===== config.mk =====
export PLATFORM = sky130hd
export DESIGN_NAME = sram_logic_cell
export DESIGN_NICKNAME = d
export VERILOG_FILES = /design/src/rtl/slc_pkg.sv /design/src/rtl/slc_cfg.sv /design/src/rtl/slc_portsel.sv /design/src/rtl/slc_store.sv /design/src/rtl/sram_logic_cell.sv
export SDC_FILE = /design/constraint.sdc
export NUM_CORES = 2
export LEC_CHECK = 0
export ABC_AREA = 0
export ABC_CLOCK_PERIOD_IN_PS = 11000
export BUFFER_PORTS_ARGS = -buffer_cell sky130_fd_sc_hd__buf_2
export CELL_PAD_IN_SITES_DETAIL_PLACEMENT = 1
export CELL_PAD_IN_SITES_GLOBAL_PLACEMENT = 1
export CORE_UTILIZATION = 60
export DETAILED_ROUTE_END_ITERATION = 8
export PLACE_DENSITY_LB_ADDON = 0.1
export SLEW_MARGIN = 20
export SYNTH_ARGS = -nofsm -noshare
export SYNTH_HDL_FRONTEND = slang
export SYNTH_HIERARCHICAL = 1
export SYNTH_SLANG_ARGS = --single-unit

===== constraint.sdc =====
create_clock -name clk -period 11 [get_ports clk]
set_input_delay 3.3 -clock clk [delete_from_list [all_inputs] [get_ports clk]]
set_output_delay 3.3 -clock clk [all_outputs]
set_load 0.005 [all_outputs]

===== src/rtl/slc_pkg.sv =====
package slc_pkg;

    // Role groups decoded from the 4-bit role code.
    typedef enum logic [1:0] {
        GRP_THRU  = 2'd0,
        GRP_MEM   = 2'd1,
        GRP_LOGIC = 2'd2
    } grp_e;

    localparam int CFG_W    = 8;
    localparam int CODE_W   = 4;

    function automatic grp_e decode_group(input logic [CODE_W-1:0] code);
        grp_e g;
        case (code)
            4'd1, 4'd2:       g = GRP_MEM;
            4'd3, 4'd4, 4'd5: g = GRP_LOGIC;
            default:          g = GRP_THRU;
        endcase
        return g;
    endfunction

endpackage


===== src/rtl/slc_cfg.sv =====
module slc_cfg
    import slc_pkg::*;
(
    input  logic             clk,
    input  logic             rst_n,
    input  logic             cfg_we,
    input  logic             cfg_sel,
    input  logic [CFG_W-1:0] cfg_data,
    output logic [CFG_W-1:0] mode_q,
    output logic [CFG_W-1:0] chan_q,
    output grp_e             grp
);

    typedef struct packed {
        logic [CFG_W-1:0] mode;
        logic [CFG_W-1:0] chan;
    } cfg_t;

    cfg_t s_d, s_q;

    always_comb begin
        s_d = s_q;
        if (cfg_we) begin
            if (cfg_sel) s_d.chan = cfg_data;
            else         s_d.mode = cfg_data;
        end
    end

    always_ff @(posedge clk or negedge rst_n) begin
        if (!rst_n) s_q <= '0;
        else        s_q <= s_d;
    end

    assign mode_q = s_q.mode;
    assign chan_q = s_q.chan;
    assign grp    = decode_group(s_q.mode[CODE_W-1:0]);

endmodule


===== src/rtl/slc_portsel.sv =====
module slc_portsel #(
    parameter int NIB_W  = 4,
    parameter int N_PORT = 4,
    localparam int SEL_W = $clog2(N_PORT),
    localparam int N_LANE = 4
) (
    input  logic [N_PORT*NIB_W-1:0] in_nib,
    input  logic [N_LANE*SEL_W-1:0] chan,
    output logic [2*NIB_W-1:0]      addr,
    output logic [2*NIB_W-1:0]      wdata
);

    logic [N_LANE-1:0][NIB_W-1:0] lane;

    for (genvar f = 0; f < N_LANE; f++) begin : g_lane
        always_comb begin
            lane[f] = '0;
            for (int p = 0; p < N_PORT; p++) begin
                if (chan[f*SEL_W +: SEL_W] == SEL_W'(p))
                    lane[f] = in_nib[p*NIB_W +: NIB_W];
            end
        end
    end

    assign addr  = {lane[0], lane[1]};
    assign wdata = {lane[2], lane[3]};

endmodule


===== src/rtl/slc_store.sv =====
module slc_store #(
    parameter int ADDR_W = 8,
    parameter int DATA_W = 8,
    localparam int DEPTH = 1 << ADDR_W
) (
    input  logic              clk,
    input  logic              rst_n,
    input  logic              wr_en,
    input  logic              rd_en,
    input  logic [ADDR_W-1:0] addr,
    input  logic [DATA_W-1:0] wdata,
    output logic [DATA_W-1:0] peek,
    output logic [DATA_W-1:0] rdata_q
);

    logic [DATA_W-1:0] mem [DEPTH];
    logic [DATA_W-1:0] rdata_d;

    assign peek = mem[addr];

    always_comb begin
        rdata_d = rdata_q;
        if (rd_en) rdata_d = peek;
    end

    always_ff @(posedge clk) begin
        if (wr_en) mem[addr] <= wdata;
    end

    always_ff @(posedge clk or negedge rst_n) begin
        if (!rst_n) rdata_q <= '0;
        else        rdata_q <= rdata_d;
    end

endmodule


===== src/rtl/sram_logic_cell.sv =====
module sram_logic_cell
    import slc_pkg::*;
#(
    parameter int NIB_W  = 4,
    parameter int N_PORT = 4,
    parameter int NREG   = 8
) (
    input  logic                    clk,
    input  logic                    rst_n,
    input  logic                    cfg_we,
    input  logic                    cfg_sel,
    input  logic [CFG_W-1:0]        cfg_data,
    input  logic                    ce,
    input  logic                    we,
    input  logic [N_PORT*NIB_W-1:0] in_nib,
    output logic [N_PORT*NIB_W-1:0] out_nib
);

    localparam int WORD_W = 2 * NIB_W;
    localparam int SEL_W  = $clog2(N_PORT);
    localparam int SLOT_W = $clog2(NREG);
    localparam int PAIR_W = SLOT_W - 1;
    localparam int CAP_LSB  = CODE_W;
    localparam int VIEW_LSB = CODE_W + PAIR_W;

    logic [CFG_W-1:0]  mode_q, chan_q;
    grp_e              grp;
    logic [WORD_W-1:0] addr, wdata, peek, rdata_q;
    logic              wr_en, rd_en;
    logic [PAIR_W-1:0] cap_pair, view_pair;

    typedef struct packed {
        logic [NREG-1:0][NIB_W-1:0] bank;
    } st_t;

    st_t s_d, s_q;
    logic [NREG*NIB_W-1:0] bank_flat;

    slc_cfg u_cfg (
        .clk      (clk),
        .rst_n    (rst_n),
        .cfg_we   (cfg_we),
        .cfg_sel  (cfg_sel),
        .cfg_data (cfg_data),
        .mode_q   (mode_q),
        .chan_q   (chan_q),
        .grp      (grp)
    );

    slc_portsel #(.NIB_W(NIB_W), .N_PORT(N_PORT)) u_sel (
        .in_nib (in_nib),
        .chan   (chan_q[4*SEL_W-1:0]),
        .addr   (addr),
        .wdata  (wdata)
    );

    slc_store #(.ADDR_W(WORD_W), .DATA_W(WORD_W)) u_store (
        .clk     (clk),
        .rst_n   (rst_n),
        .wr_en   (wr_en),
        .rd_en   (rd_en),
        .addr    (addr),
        .wdata   (wdata),
        .peek    (peek),
        .rdata_q (rdata_q)
    );

    assign cap_pair  = mode_q[CAP_LSB  +: PAIR_W];
    assign view_pair = mode_q[VIEW_LSB +: PAIR_W];

    always_comb begin
        wr_en = ce && we && (grp != GRP_THRU);
        rd_en = !(ce && we) && (((grp == GRP_MEM) && ce) || (grp == GRP_LOGIC));

        s_d = s_q;
        if (rd_en) begin
            s_d.bank[{cap_pair, 1'b0}] = peek[WORD_W-1:NIB_W];
            s_d.bank[{cap_pair, 1'b1}] = peek[NIB_W-1:0];
        end
    end

    always_ff @(posedge clk or negedge rst_n) begin
        if (!rst_n) s_q <= '0;
        else        s_q <= s_d;
    end

    assign bank_flat = s_q.bank;

    always_comb begin
        if (grp == GRP_THRU) begin
            out_nib = in_nib;
        end else begin
            out_nib = '0;
            out_nib[0*NIB_W +: NIB_W] = rdata_q[WORD_W-1:NIB_W];
            out_nib[1*NIB_W +: NIB_W] = rdata_q[NIB_W-1:0];
            out_nib[2*NIB_W +: NIB_W] = s_q.bank[{view_pair, 1'b0}];
            out_nib[3*NIB_W +: NIB_W] = s_q.bank[{view_pair, 1'b1}];
        end
    end

endmodule


### After elaboration in Yosys (flattened, before gate mapping)

Memory sizes are Yosys's and may differ from the RTL's.
Cells that the tools add are included.

* input bits: 30
* memories: 1
* RAM bits: 2048
* output and inout bits: 16
* bits in latches: 0
* register bits after elaboration: 56
* word-level logic and storage cells: 86
* bits in read-only memories: 0

Memory list
* u_store.mem: words 256, width 8, rd ports 1, clocked after memory_dff 0, write ports 1, line slc_store.sv:16 `logic [DATA_W-1:0] mem [DEPTH];`

* reduce and logical (&&, ||, !) cells: 18
* add/sub/neg operators: 0
* multiplexer cells: 30
* div/mod/pow operators: 0
* eq/ne operators: 19
* bitwise operators: 1
* multipliers: 0
* $lt $le $gt $ge: 6
* shift-type cells: 0

Operator list (count)
* $mux 4: 20
* $bwmux 32: 2
* $eq 2x2->1 const B: 9
* $bmux 4 s2: 2
* $demux 4 s2: 2
* $lt 3x4->1 const B: 4
* $mux 16: 1
* $eq 2x1->1 const B: 5
* $logic_not 2->1: 5
* $eq 4x2->1 const B: 2
* $eq 4x3->1 const B: 2
* $ge 3x1->1 const B: 2
* $logic_and 1x1->1: 6
* $eq 4x1->1 const B: 1
* $pmux 2 s2: 1
* $reduce_and 2->1: 2
* $reduce_or 3->1: 1
* $mux 1: 2
* $reduce_bool 2->1: 1
* $reduce_or 2->1: 1
* $logic_not 1->1: 1
* $logic_or 1x1->1: 1
* $not 1->1: 1

### Longest topological paths before layout

An unclocked memory read counts as a cell.

* depth after elaboration: 8
* mapped depth: 13
* mapped depth without buffers: 8

### Hierarchy

The synthesis kept the hierarchy.

Modules (own cells, without submodules)
* slc_store: seq. area each 61699.2 um^2, times used 1, cells each 3872, area an instance 79560.1 um^2
* sram_logic_cell: seq. area each 800.8 um^2, times used 1, cells each 104, area an instance 1621.6 um^2
* slc_cfg: seq. area each 400.4 um^2, times used 1, cells each 40, area an instance 674.4 um^2
* slc_portsel: seq. area each 0.0 um^2, times used 1, cells each 16, area an instance 420.4 um^2

### Least setup slack after synthesis

Ideal clock, no wire load.

* kind: input-to-reg
* from: in in_nib[8]
* to: mem u_store.mem[0][0], data pin
* library setup time: 0.859 ns
* path buffers: 0
* slack: 3.546 ns
* data required time: 10.141 ns
* stages: 1
* data arrival time: 6.595 ns
* cell sequence: mux4_1

* word-level cells in the longest chain between the ends: 2

RTL lines
* from (decl): line sram_logic_cell.sv:15 `input logic [N_PORT*NIB_W-1:0] in_nib,`
* $mux 4 (2 in series): line slc_portsel.sv:19 `if (chan[f*SEL_W +: SEL_W] == SEL_W'(p))`
* to (decl): line slc_store.sv:16

No other way between the ends.

### Final worst setup path

* from: in in_nib[3]
* to: reg s_q, in the netlist bank_flat[28]

* elaborated cells on any way between the ends: 11

RTL lines
* $mux 4 (4 in series): line slc_portsel.sv:19
* named net addr[3]: line sram_logic_cell.sv:28 `logic [WORD_W-1:0] addr, wdata, peek, rdata_q;`
* $mem_v2 256x8
* named net peek[0]: line sram_logic_cell.sv:28
* $bwmux 32: line sram_logic_cell.sv:78 `s_d.bank[{cap_pair, 1'b1}] = peek[NIB_W-1:0];`
* to (signal assigned): line sram_logic_cell.sv:83 `if (!rst_n) s_q <= '0;`
* to (signal assigned): line sram_logic_cell.sv:84 `else s_q <= s_d;`
* to (decl): line sram_logic_cell.sv:36 `st_t s_d, s_q;`

The timed path passes the listed nets, and every way through them passes these cells.
A chain may end at the register's enable or synchronous reset.

==> metrics.md <==
| Metric | Value |
|---|---|
| Run status | `completed` |
| TritonCTS clock tree | `done` |
| Total GRT Usage | `33.4%` |
| XOR/XNOR Fraction of Synth Area | `0.0106%` |
| Synth warnings | `6` |
| P&R area growth vs syn | `10.8%` |
| Setup Fix Bufs, Post-CTS | `0` |
| Drt drc | `0` |
| Clk buf depth | `3` |
| FF+latch count, synth | `2104` |
| Fin worst setup slack | `3.23 ns` |
| Reg clk slew, reported paths | `0.06 ns` |
| Initial core utilization | `60.6%` |
| Distinct cell type count after synthesis | `54` |
| Nets | `4168` |
| Unrepaired setup endpoints after global routing | `no` |
| I/O Buffers | `45` |
| Routed len/inst | `37.5 um` |
| Worst hold path class | `reg -> reg` |
| Cell area after synthesis | `82300 um2` |
| Iteration-0 DRC Markers | `5448` |
| WHS | `0.505 ns` |
| Skew final | `0.0322 ns` |
| Crit start category | `input pin` |
| Routability congestion estimate | `0.871` |
| Sequential share of the synthesized area | `76.5%` |
| Switch Pwr | `5.16 mW` |
| Post-Synth Simple-Gate Area | `3.15%` |
| Adder-cell share of the synthesized area | `0%` |
| I/O pin count | `46` |
| Min Tclk post-route | `7.77 ns` |
| Max-slew violations | `0` |
| Fin. Hold Viols | `0` |
| Final Cycle Share | `70.6%` |
| Finish-stage setup viols | `0` |
| Setup TNS | `0 ns` |
| Combinational power share | `16.3%` |
| CTS root buf | `clkbuf_16` |
| Number of routed nets with antenna violations | `0` |
| GRT overflow | `0` |
| H-tree depth | `4` |
| Syn Inst Count | `4032` |
| Internal power | `14.2 mW` |
| Seq pwr share | `48.2%` |
| Post-synthesis average cell area | `20.4 um2` |
| Vias | `42600` |
| Share of cells above drive strength 1 | `22.5%` |
| Maxcap violations | `0` |
| Synth Area in Compound Gates | `3.16%` |
| CTS buffer count | `202` |
| CORE AREA | `136000 um2` |
| Max VDD drop | `0.165 mV` |
| Hpwl dp | `139 mm` |
| Max-slew headroom | `19.7%` |
| Crit Path Max Fanout | `49` |
| PD cells | `213 nW/um2` |
| Global-route wire length before repair | `322 mm` |
| Slew @ Worst Pin | `1.20 ns` |
| CTS sink cnt | `2104` |
| Vias in the first global route | `43800` |
| Post-CTS sizing | `0` |
| CTS Hold Bufs | `0` |
| Critical path arrival | `8.47 ns` |
| CP Capture Type | `flop` |
| Mapped Nets | `4062` |
| Clk pwr share | `35.4%` |
| Antenna violations before repair | `8` |
| Via density | `7.00` |
| Fmax | `0.129 GHz` |
| Mux contribution to synthesized area | `15.7%` |
| Die area | `139000 um2` |
| Setup CP Type | `in -> reg` |
| Leak | `28.9 nW` |
| DRT Wirelength | `228 mm` |
| Req. time, crit path | `11.70 ns` |
| Die width | `372 um` |
| First-pass DRT Iterations | `6` |
| Place WS | `2.62 ns` |
| Worst skew pair latency | `0.82 ns` |
| Largest net degree at the start of global routing | `207` |
| Switch share | `26.6%` |
| Largest family of logic cells by synthesized area | `multiplexers` |
| Core Rows | `135` |
| Die Span Y | `372 um` |
[kinds of logic after synthesis]
logic type	count (synthesis)
flops	2104
mux	755
simple gates	564
compound gates	352
buf+inv	256
xor+xnor	1
[per-stage QoR]
| stage | power, mW | std cells | util, % | area (um2) |
|---|---|---|---|---|
| after CTS | 19.4 | 6075 | 67.0 | 91000 |
| after floorplan | 11.5 | 4032 | - | 82300 |
| final | 19.4 | 6081 | 67.1 | 91200 |
| after global placement | 12.5 | 5709 | 62.2 | 84500 |
| after global routing | 19.8 | 6080 | 67.1 | 91200 |
| after detailed placement | 12.6 | 5710 | 62.2 | 84500 |
[registers in the layout (all words and copies together), names as in the netlist]
| register | flops |
|---|---|
| u_store/mem | 2048 |
| bank_flat | 32 |
| u_cfg/chan_q | 8 |
| u_cfg/mode_q | 8 |
| u_store/rdata_q | 8 |
[power by group through the flow]
stage	logic, mW	clock network (mW)	registers, mW
after global routing	3.26	7.19	9.36
after floorplan	1.88	0	9.57
after CTS	3.11	6.94	9.36
after global placement	3.00	0	9.52
after detailed placement	3.09	0	9.53
final	3.17	6.87	9.36
[critical path, cell delays in order]
cell	delay, ns
buf_2	0.13
mux4_4	0.94
buf_4	0.40
nor2b_4	0.67
buf_4	0.73
a22oi_1	0.22
nand3_1	0.19
nand4_1	0.32
a22oi_1	0.67
a32oi_1	0.43
mux2_2	0.39
[synthesized netlist by cell type (all sizes together)]
cell | instances | share of area, %
a2111o | 1 | 0.014
nand4b | 1 | 0.011
and3 | 10 | 0.076
a221o | 1 | 0.012
edfxtp | 2048 | 75
a21boi | 7 | 0.064
nand3 | 72 | 0.44
or2 | 2 | 0.015
o211ai | 9 | 0.082
a22o | 11 | 0.12
nand3b | 8 | 0.073
nand2 | 92 | 0.42
nand2b | 6 | 0.046
a211oi | 10 | 0.091
nor2 | 251 | 1.1
and4bb | 1 | 0.015
a221oi | 8 | 0.085
a32oi | 21 | 0.22
xnor2 | 1 | 0.011
nand4 | 46 | 0.35
nor4bb | 1 | 0.012
and3b | 2 | 0.021
o22a | 1 | 0.011
or3 | 2 | 0.015
nor4b | 2 | 0.021
nor2b | 13 | 0.11
and2 | 9 | 0.068
o21ai | 9 | 0.055
inv | 5 | 0.023
dfrtp | 56 | 1.7
o22ai | 8 | 0.061
mux4 | 416 | 11
a22oi | 218 | 2.0
mux2 | 81 | 1.1
a41oi | 9 | 0.10
a32o | 1 | 0.012
a21oi | 33 | 0.20
buf | 123 | 0.87
nor3b | 7 | 0.076
mux2i | 258 | 3.1
nor3 | 39 | 0.24
clkbuf | 128 | 0.58
a31oi | 5 | 0.038
[cells in the final DEF, fill, tap and decap left out, drive strengths merged, types with 10 or more instances in the layout]
| cell | n |
|---|---|
| clkbuf | 256 |
| clkinvlp | 10 |
| mux2 | 81 |
| nor2b | 13 |
| nor3 | 39 |
| nand4 | 46 |
| nor2 | 251 |
| buf | 153 |
| a211oi | 10 |
| mux2i | 258 |
| clkinv | 76 |
| a32oi | 21 |
| and3 | 10 |
| bufinv | 19 |
| mux4 | 416 |
| dfrtp | 56 |
| a22o | 11 |
| a21oi | 33 |
| nand3 | 72 |
| nand2 | 92 |
| a22oi | 218 |
| edfxtp | 2048 |
[layer usage]
metal	track usage (%)	wire [um]	vias to the layer above
li1	-	-	17000
met1	45.7	85600	22700
met2	52.9	111000	2470
met3	6.60	21500	492
met4	14.3	10300	6
met5	0	39	-
[worst paths after layout]
check	start	endpoint	slack, ns	cells after the start
worst max-delay path	in_nib[3]	bank_flat[28]$_DFFE_PN0P_	3.23	11
worst max register to register	u_cfg/chan_q[2]$_DFFE_PN0P_	bank_flat[28]$_DFFE_PN0P_	5.22	10
worst min-delay path	bank_flat[3]$_DFFE_PN0P_	bank_flat[3]$_DFFE_PN0P_	0.50	1
min in group asynchronous	rst_n	u_cfg/chan_q[4]$_DFFE_PN0P_	2.61	2
max in group asynchronous	rst_n	bank_flat[20]$_DFFE_PN0P_	7.83	2
worst min register to register	bank_flat[3]$_DFFE_PN0P_	bank_flat[3]$_DFFE_PN0P_	0.50	1
[cell type report]
| class | instances | area [um2] |
|---|---|---|
| repair buffers | 153 | 1260 |
| fillers | 10700 | 44600 |
| clock inverters | 109 | 1060 |
| clock buffers | 256 | 5450 |
| diodes | 1 | 2.50 |
| multi-input cells | 1672 | 18300 |
| flip-flops and latches | 2104 | 62900 |
| inverters | 5 | 18.8 |
| well taps | 1781 | 2230 |
(Power assumes the default switching activity.)
